==> src/rtl/cmos_pkg.sv <==
package cmos_pkg;
  localparam int IDX_W  = 7;
  localparam int DATA_W = 8;
  localparam int SUM_W  = 16;
  localparam int NREG   = 1 << IDX_W;

  typedef logic [IDX_W-1:0]  idx_t;
  typedef logic [DATA_W-1:0] byte_t;
  typedef logic [SUM_W-1:0]  sum_t;

  localparam idx_t IX_CTRL_A = 7'd10;
  localparam idx_t IX_CTRL_B = 7'd11;
  localparam idx_t IX_FLAGS  = 7'd12;
  localparam idx_t IX_STAT   = 7'd13;

  localparam int BUSY_BIT   = 7;
  localparam int FREEZE_BIT = 7;

  localparam byte_t RST_CTRL_A = 8'h26;
  localparam byte_t RST_CTRL_B = 8'h02;
  localparam byte_t RST_FLAGS  = 8'h00;
  localparam byte_t RST_STAT   = 8'h80;

  function automatic byte_t reset_value(idx_t i);
    case (i)
      IX_CTRL_A: return RST_CTRL_A;
      IX_CTRL_B: return RST_CTRL_B;
      IX_FLAGS:  return RST_FLAGS;
      IX_STAT:   return RST_STAT;
      default:   return '0;
    endcase
  endfunction

  function automatic sum_t sum_step(sum_t acc, byte_t b);
    return acc + {{(SUM_W-DATA_W){1'b0}}, b};
  endfunction

  function automatic byte_t ctrl_a_merge(byte_t old_v, byte_t new_v);
    byte_t r;
    r = new_v;
    r[BUSY_BIT] = old_v[BUSY_BIT];
    return r;
  endfunction

  function automatic logic in_window(idx_t i, int first, int last);
    return (int'(i) >= first) && (int'(i) <= last);
  endfunction
endpackage

==> src/rtl/cmos_port_dec.sv <==
module cmos_port_dec
  import cmos_pkg::*;
(
  input  logic clk,
  input  logic rst_n,
  input  logic bus_sel,
  input  logic bus_wr,
  input  logic bus_rd,
  input  idx_t wr_idx_bits,
  output idx_t cur_idx,
  output logic data_wr,
  output logic data_rd
);
  always_ff @(posedge clk or negedge rst_n) begin
    if (!rst_n)               cur_idx <= '0;
    else if (bus_wr && !bus_sel) cur_idx <= wr_idx_bits;
  end

  assign data_wr = bus_wr && bus_sel;
  assign data_rd = bus_rd && bus_sel;
endmodule

==> src/rtl/cmos_cks_seq.sv <==
module cmos_cks_seq
  import cmos_pkg::*;
#(
  parameter int FIRST = 16,
  parameter int LAST  = 45
) (
  input  logic  clk,
  input  logic  rst_n,
  input  logic  restart,
  input  byte_t rd_byte,
  output idx_t  rd_idx,
  output logic  busy,
  output logic  res_we,
  output sum_t  res_val
);
  localparam idx_t START_IDX = idx_t'(FIRST);
  localparam idx_t END_IDX   = idx_t'(LAST + 1);

  logic run;
  idx_t ptr;
  sum_t acc;
  logic at_end;

  assign at_end = (ptr == END_IDX);

  always_ff @(posedge clk or negedge rst_n) begin
    if (!rst_n) begin
      run <= 1'b0;
      ptr <= START_IDX;
      acc <= '0;
    end else if (restart) begin
      run <= 1'b1;
      ptr <= START_IDX;
      acc <= '0;
    end else if (run) begin
      if (at_end) begin
        run <= 1'b0;
      end else begin
        acc <= sum_step(acc, rd_byte);
        ptr <= ptr + 1'b1;
      end
    end
  end

  assign rd_idx  = ptr;
  assign busy    = run;
  assign res_we  = run && at_end;
  assign res_val = acc;
endmodule

==> src/rtl/cmos_store.sv <==
module cmos_store
  import cmos_pkg::*;
#(
  parameter int SUM_HI_IDX = 46,
  parameter int SUM_LO_IDX = 47
) (
  input  logic  clk,
  input  logic  rst_n,
  input  idx_t  cur_idx,
  input  logic  data_wr,
  input  logic  data_rd,
  input  byte_t wdata,
  input  logic  host_wr,
  input  idx_t  host_idx,
  input  byte_t host_wdata,
  input  byte_t evt_flags,
  input  logic  uip_set,
  input  logic  uip_clr,
  input  idx_t  seq_idx,
  input  logic  res_we,
  input  sum_t  res_val,
  output byte_t rd_byte,
  output byte_t seq_byte,
  output byte_t flags_q,
  output byte_t stat_q,
  output logic  busy_bit,
  output logic  irq
);
  localparam idx_t HI_IX = idx_t'(SUM_HI_IDX);
  localparam idx_t LO_IX = idx_t'(SUM_LO_IDX);

  byte_t mem [NREG];

  logic flag_rd_clr;
  logic evt_any;
  logic freeze_wr;

  assign flag_rd_clr = data_rd && (cur_idx == IX_FLAGS);
  assign evt_any     = |evt_flags;
  assign freeze_wr   = data_wr && (cur_idx == IX_CTRL_B) && wdata[FREEZE_BIT];

  always_ff @(posedge clk or negedge rst_n) begin
    if (!rst_n) begin
      for (int i = 0; i < NREG; i++) mem[i] <= reset_value(idx_t'(i));
    end else begin
      if (host_wr) mem[host_idx] <= host_wdata;
      if (data_wr) begin
        case (cur_idx)
          IX_CTRL_A: mem[IX_CTRL_A] <= ctrl_a_merge(mem[IX_CTRL_A], wdata);
          IX_FLAGS, IX_STAT: ;
          default:   mem[cur_idx] <= wdata;
        endcase
      end
      if (uip_clr)
        mem[IX_CTRL_A][BUSY_BIT] <= 1'b0;
      else if (uip_set && !mem[IX_CTRL_B][FREEZE_BIT])
        mem[IX_CTRL_A][BUSY_BIT] <= 1'b1;
      if (freeze_wr) mem[IX_CTRL_A][BUSY_BIT] <= 1'b0;
      if (flag_rd_clr)  mem[IX_FLAGS] <= evt_flags;
      else if (evt_any) mem[IX_FLAGS] <= mem[IX_FLAGS] | evt_flags;
      if (res_we) begin
        mem[HI_IX] <= res_val[SUM_W-1:DATA_W];
        mem[LO_IX] <= res_val[DATA_W-1:0];
      end
    end
  end

  always_ff @(posedge clk or negedge rst_n) begin
    if (!rst_n)           irq <= 1'b0;
    else if (flag_rd_clr) irq <= evt_any;
    else if (evt_any)     irq <= 1'b1;
  end

  assign rd_byte  = mem[cur_idx];
  assign seq_byte = mem[seq_idx];
  assign flags_q  = mem[IX_FLAGS];
  assign stat_q   = mem[IX_STAT];
  assign busy_bit = mem[IX_CTRL_A][BUSY_BIT];
endmodule

==> src/rtl/cmos_regfile.sv <==
module cmos_regfile
  import cmos_pkg::*;
#(
  parameter int SUM_FIRST  = 16,
  parameter int SUM_LAST   = 45,
  parameter int SUM_HI_IDX = 46,
  parameter int SUM_LO_IDX = 47
) (
  input  logic        clk,
  input  logic        rst_n,
  input  logic        bus_sel,
  input  logic        bus_wr,
  input  logic        bus_rd,
  input  logic [7:0]  bus_wdata,
  output logic [7:0]  bus_rdata,
  input  logic        host_wr,
  input  logic [6:0]  host_idx,
  input  logic [7:0]  host_wdata,
  input  logic [7:0]  evt_flags,
  input  logic        uip_set,
  input  logic        uip_clr,
  output logic        irq,
  output logic        cks_busy
);
  idx_t  cur_idx;
  logic  data_wr, data_rd;
  idx_t  seq_idx;
  byte_t seq_byte, rd_byte;
  logic  res_we;
  sum_t  res_val;
  logic  cks_restart;
  byte_t flags_q, stat_q;
  logic  busy_bit;

  assign cks_restart = host_wr && in_window(host_idx, SUM_FIRST, SUM_LAST);

  cmos_port_dec u_dec (
    .clk(clk), .rst_n(rst_n), .bus_sel(bus_sel), .bus_wr(bus_wr), .bus_rd(bus_rd),
    .wr_idx_bits(bus_wdata[IDX_W-1:0]), .cur_idx(cur_idx),
    .data_wr(data_wr), .data_rd(data_rd)
  );

  cmos_cks_seq #(.FIRST(SUM_FIRST), .LAST(SUM_LAST)) u_seq (
    .clk(clk), .rst_n(rst_n), .restart(cks_restart), .rd_byte(seq_byte),
    .rd_idx(seq_idx), .busy(cks_busy), .res_we(res_we), .res_val(res_val)
  );

  cmos_store #(.SUM_HI_IDX(SUM_HI_IDX), .SUM_LO_IDX(SUM_LO_IDX)) u_store (
    .clk(clk), .rst_n(rst_n), .cur_idx(cur_idx), .data_wr(data_wr), .data_rd(data_rd),
    .wdata(bus_wdata), .host_wr(host_wr), .host_idx(host_idx), .host_wdata(host_wdata),
    .evt_flags(evt_flags), .uip_set(uip_set), .uip_clr(uip_clr),
    .seq_idx(seq_idx), .res_we(res_we), .res_val(res_val),
    .rd_byte(rd_byte), .seq_byte(seq_byte), .flags_q(flags_q), .stat_q(stat_q),
    .busy_bit(busy_bit), .irq(irq)
  );

  assign bus_rdata = bus_sel ? rd_byte : 8'hFF;
endmodule

==> config.mk <==
export PLATFORM = sky130hd
export DESIGN_NAME = cmos_regfile
export DESIGN_NICKNAME = d
export VERILOG_FILES = /design/src/rtl/cmos_pkg.sv /design/src/rtl/cmos_port_dec.sv /design/src/rtl/cmos_cks_seq.sv /design/src/rtl/cmos_store.sv /design/src/rtl/cmos_regfile.sv
export SDC_FILE = /design/constraint.sdc
export NUM_CORES = 2
export LEC_CHECK = 0
export CORE_MARGIN = 4
export CORE_UTILIZATION = 32
export CTS_BUF_LIST = sky130_fd_sc_hd__clkbuf_16
export CTS_CLUSTER_SIZE = 30
export DETAILED_ROUTE_END_ITERATION = 7
export REMOVE_ABC_BUFFERS = 1
export SYNTH_ARGS = -nofsm -noshare
export SYNTH_HDL_FRONTEND = slang
export SYNTH_SLANG_ARGS = --single-unit
==> constraint.sdc <==
create_clock -name clk -period 11.95 [get_ports clk]
set_clock_uncertainty 0.2 [all_clocks]
set_input_delay 2.39 -clock clk [delete_from_list [all_inputs] [get_ports clk]]
set_output_delay 2.39 -clock clk [all_outputs]
set_load 0.005 [all_outputs]
* Word level (Yosys, flattened, before mapping) *
Index checks and enable logic that the tools add are counted.

storage, ports and cells
  logic and storage cells = 209
  output and inout bits = 10
  bits of input ports = 39
  register bits = 1056

cells by class
  reduce and logical (&&, ||, !) cells = 20
  mux-type cells = 35
  $lt $le $gt $ge = 7
  bitwise logic cells = 4
  $add $sub $neg = 2
  equal/unequal tests = 7

operator list
  cell                   number
  $bwmux W1024           2
  $mux W1024             2
  $mux W936              1
  $bmux W8 S7            2
  $demux W8 S7           2
  $mux W80               1
  $mux W8                9
  $mux W16               4
  $eq A7 B4 Y1 const B   4
  $ge A8 B8 Y1 const B   3
  $not A7 Y8             3
  $mux W7                3
  $add A16 B8 Y16        1
  $lt A8 B1 Y1 const B   2
  $pmux W8 S2            1
  $logic_and A1 B1 Y1    12
  $mux W1                8
  $or A8 B8 Y8           1
  $reduce_or A8 Y1       1
  $add A7 B1 Y7 const B  1
  $eq A7 B6 Y1 const B   1
  $ge A7 B5 Y1 const B   1
  $le A7 B6 Y1 const B   1
  $ne A5 B5 Y1 const B   1
  other kinds (6)        8

* Longest topological paths before layout *
  depth after elaboration = 13
  gate-level depth with buffers = 19
  depth with buffers taken out = 14

* Modules after synthesis *
From an unflattened synthesis, not the netlist that was laid out.

second synthesis, totals
  cell total of the unflattened synthesis = 6546
  area total of the unflattened synthesis = 66671.4 sq um

by module, submodules not included
  module         instances  area each (sq um)  cells an instance  seq. area each (sq um)
  cmos_store     1          64818.4            6360               25655.9
  cmos_cks_seq   1          1467.7             157                601.8
  cmos_port_dec  1          310.3              18                 175.2
  cmos_regfile   1          75.1               11                 0.0

* Worst setup path after synthesis *
No wires, ideal clock.

  path type = input -> output
  start point = input bus_sel
  end point = output bus_rdata[0]
  arrival = 3515 ps
  path buffers = 1
  stages = 4
  setup slack = 5845 ps
  data required time = 9360 ps
  cell sequence = clkbuf_1 > nand3_1 > or4_1 > or4_1

between the ends
  longest elaborated chain between the ends = 1

RTL lines
  element             RTL line            source
  start: declaration  cmos_regfile.sv:11  input logic bus_sel,
  $mux W8             cmos_regfile.sv:57  assign bus_rdata = bus_sel ? rd_byte : 8'hFF;
  end: declaration    cmos_regfile.sv:15  output logic [7:0] bus_rdata,

No other way between the ends.

* Worst setup path in the final report *
  start point = register u_dec.cur_idx[0]
  end point = output bus_rdata[6]

between the ends
  longest elaborated chain between the ends = 5

RTL lines
  element                                      RTL line             source
  start: declaration                           cmos_port_dec.sv:10  output idx_t cur_idx,
  start signal: assignment                     cmos_port_dec.sv:16  else if (bus_wr && !bus_sel) cur_idx <= wr_idx_bits;
  $not A7 Y8 (implied by the code)             cmos_store.sv:74     assign rd_byte = mem[cur_idx];
  $bmux W8 S7                                  cmos_store.sv:74
  $mux W8 (implied by the code) (2 in series)  cmos_store.sv:74
  $mux W8                                      cmos_regfile.sv:57

No other way between the ends. The select of a mux whose other input is x is not followed.

==> metrics list <==
- Yosys attributes the largest share of cell area to dfrtp_1 39%, mux2i_1 19%, mux4_2 9.4%.
- CP Max Fanout: 44
- Crit path max-delay family: compound AO/OA/AOI/OAI gates
- Rel. slew slack: -1.95%
- In the final design database the tool counted 6526 nets.
- After filler insertion, the fill cell instance count of the layout stands at 20600.
- Hold repair after CTS inserted 0 buffers.
- The root buffer cell chosen for the clock tree is clkbuf_16.
- IO Port Bufs: 48
- In the routed layout, each cell is associated on average with a via count of 6.34.
* Overall track demand over capacity in global routing: 29.2%
- The number of gates resized after CTS was 0.
* Prevailing post-synth register cell: dfrtp_1
- Area overhead of the layout relative to synthesis: 10.2%
* Count of final setup violators: 0
* Violated checks: design-rule violations, max-capacitance violations, max-slew violations
- Overall die height: 464 µm
- The run finished, with violations left.
* Fraction of layout instances using a drive strength above 1: 12.5%
- Summed over all instances, the cell type with the most area after synthesis is dfrtp_1.
* Register area share after synthesis: 39.7%
* Weighted congestion at the end of routability-driven global placement: 1.02
- In this run the static leakage power is 33.6 nW.
- In this run, synthesis inferred 0 flip-flops with an integrated enable.
- The number of antenna violations at the first check in global routing was 22.
* Post-synth top cells: 1281 x mux2i_1, 1050 x dfrtp_1, 790 x nor2_1, 735 x a21oi_1, 662 x nand2_1
* Flop pwr share: 36.1%
- The via count of the first global-routing pass was 55900.
- Tightest Pin Transition: 1.52 ns
- Per report_power, the clock group accounts for 27.0% of the total.
- After clock tree synthesis, the clock-pin slew on the worst setup and hold paths is 0.06 ns.
- After layout, the design draws a total of 14.5 mW.
- Net Switching: 5.93 mW
- Wire length per cell after detailed routing: 34.8 µm
* Hold Crit Class: reg -> reg
- Critical path capture point type: output port
- Slowest stage cell, crit path: o21ai_0
* Cell count after synthesis: 6763
* Count of endpoints failing hold in the final timing report: 0
* DRC errors left: 2
* Detailed-route wire length: 326000 µm
* H-tree levels: 4
- Buffers inserted during clock tree synthesis total 130.
- Final global-route overflow total: 0
- Area taken by multi-input logic gates: 37600 µm²
- Count of state elements after synthesis: 1056
* Final design area excluding fillers: 73500 µm²
* Maximum number of buffers from clock root to sink: 3
- Post-synth design cell area: 66700 µm²
- At the worst endpoint, the arrival time is 6.45 ns.
- Cell internal power was estimated by the tool at 8.52 mW.
- Across all layers, the routed design uses 59400 vias.
- Clock insertion delay at the later pin of the skew report: 0.84 ns
* Area of the placeable core: 207000 µm²
- Once the floorplan was initialized, standard cells occupied 32.2% of the core.
* Kind of critical path: reg -> out
- Pwr Density: 197 nW/µm²
- The clock net in this run drives a total of 1056 sinks.
* Count of buffer and inverter cells on the critical path: 2
* Count of max-cap constraint violations: 1
- Setup repair after global routing missed its margin: false
- The smallest clock period supported by the final layout is computed as 9.04 ns.
* Final-report max-slew violation count: 8
* Critical path, cell by cell: buf_4 -> or2_2 -> o22ai_1 -> o21ai_0 -> nand4_1 -> a2111oi_0 -> nand4b_1 -> clkdlybuf4s50_1
- Buffers added to address setup during post-CTS repair amount to 0.
* Most common cell in the synthesized netlist: mux2i_1
* DR pass1 iterations: 8
* Overall die width: 464 µm
- Placed cell areas: 69400 µm²
* Area taken by flip-flops and latches: 26500 µm²
* Synth async-reset ratio: 100%
- Worst-case vdd ir drop: 158 µV
- Static timing analysis puts the maximum clock frequency at 111 MHz.
* Period Utilization, post-route: 75.6%
- Averaged over all synthesized cells, the footprint is 9.86 µm².
- Combinational Power Share: 37.0%
* # IOs: 49
- Yosys mapped the design onto 77 distinct sky130hd cell types.
- Area of the die: 216000 µm²
- In this design, the stage delay of the slowest critical-path cell is 0.93 ns.
* Kind of start point of the critical path: flop
* Maximum number of pins on one net before global-route repair: 152
* Yosys warnings: 0
- Switching share of power: 41.1%
- Clock tree from TritonCTS: yes
- Summed over its instances, the top area cell type makes up 39.4% of the synthesized netlist area.
- Final ANT Viol Nets: 0
* Number of violations reported at the end of detailed-routing iteration 0: 9683
- For the worst setup path, the data required time is 9.36 ns.
- Half-perimeter wire length of the detailed placement result: 214000 µm
* FP Rows: 167
- The first global-routing pass estimated 453000 µm of wire.
power by group through the flow:
stage / combinational, mW / clock (mW) / sequential, mW
finish: 5.34 / 3.90 / 5.21
global route: 5.51 / 4.05 / 5.26
CTS: 5.13 / 3.91 / 5.15
detailed placement: 5.12 / 0 / 5.20
global placement: 5.04 / 0 / 5.17
floorplan: 3.39 / 0 / 5.21
cell usage in the layout (no fill, tap or decap), types with 19 or more instances in the layout:
cell type        instances
o21ai_0                462
nand3_1                 49
a221o_1                 19
clkinv_1                27
nor3_1                  27
a22oi_1                114
mux2i_1               1281
nand2b_1                24
mux4_2                 279
a211oi_1                28
o22ai_1                 62
a21oi_1                735
buf_4                  163
a221oi_1               109
dfrtp_1               1044
clkbuf_16              131
nand2_1                662
nor2_1                 780
inv_1                   51
clkdlybuf4s50_1         31
mux2_2                 111
o221ai_1                32
a22o_1                  23
final cells by class:
type / count / area share, %
inverters: 17 / 0.0902
well taps: 2788 / 4.75
clock inverters: 103 / 1.06
diodes: 9 / 0.0307
clock buffers: 131 / 4.46
repair buffers: 207 / 2.40
flip-flops and latches: 1056 / 36.0
multi-input cells: 5064 / 51.2
per-layer routing:
metal / routed length (µm) / track usage, % / vias to the layer above
met5: 61 / 0 / -
met4: 25200 / 18.6 / 10
met3: 42900 / 10.7 / 1022
met2: 133000 / 41.0 / 4335
met1: 125000 / 37.8 / 29900
li1: - / - / 24200
worst reg2reg max path, stage by stage (launching register included):
cell and delay (ns):
dfrtp_4 0.87, buf_4 0.74, buf_12 0.65, mux4_2 0.76, a22oi_1 0.66, nand2_1 0.32
a211oi_1 0.28, nor2_1 0.20, ha_1 0.33, a21o_1 0.16, a21oi_1 0.30, o211ai_1 0.19
a211oi_1 0.69, nor4bb_1 0.14, mux2_2 0.30
per-stage QoR:
| stage | setup WS (ns) | hold WS (ns) | utilization [%] | instances | TNS [ns] |
|---|---|---|---|---|---|
| finish | 2.91 | 0.288 | 35.5 | 9375 | 0 |
| floorplan | -2.89 | 0.271 | - | 6137 | -65.53 |
| CTS | 3.20 | 0.295 | 35.5 | 9366 | 0 |
| detailed placement | 3.45 | 0.277 | 33.5 | 9132 | 0 |
| global placement | 3.51 | 0.261 | 33.5 | 9132 | 0 |
| global route | 3.14 | 0.361 | 35.5 | 9368 | 0 |
path summary, 6_finish.rpt:
check	from	to	slack [ns]	depth (start not counted)
max	u_dec.cur_idx[0]$_DFFE_PN0P_	bus_rdata[6]	2.91	8
min	u_store.irq$_DFFE_PN0P_	u_store.irq$_DFFE_PN0P_	0.29	2
max reg2reg	u_seq.rd_idx[0]$_DFFE_PN0P_	u_seq.res_val[13]$_DFFE_PN0P_	5.05	14
min reg2reg	u_store.irq$_DFFE_PN0P_	u_store.irq$_DFFE_PN0P_	0.29	2
max in group asynchronous	rst_n	u_seq.rd_idx[0]$_DFFE_PN0P_	7.59	3
min in group asynchronous	rst_n	u_store.mem[856]$_DFF_PN0_	1.42	1
sequential cells by signal, summed over array words and instances (netlist names):
signal / flops
u_seq.busy: 1
u_store.busy_bit: 1
u_store.stat_q: 8
u_seq.res_val: 16
u_store.mem: 1007
u_store.flags_q: 8
u_dec.cur_idx: 7
u_seq.rd_idx: 7
u_store.irq: 1
cell families (layout without fill, tap and decap cells):
| logic type | after synthesis | in the layout | synth area share [%] |
|---|---|---|---|
| adder cells (fa/ha/maj) | 11 | 11 | 0.218 |
| other | 0 | 9 | 0 |
| AND/OR/NAND/NOR | 1683 | 1683 | 10.3 |
| AO/OA/AOI/OAI | 1685 | 1685 | 14.9 |
| XOR/XNOR | 14 | 14 | 0.184 |
| buffers and inverters | 643 | 458 | 4.26 |
| flip-flops | 1056 | 1056 | 39.7 |
| multiplexers | 1671 | 1671 | 30.5 |
No activity file was read; power rests on OpenSTA's default activity.
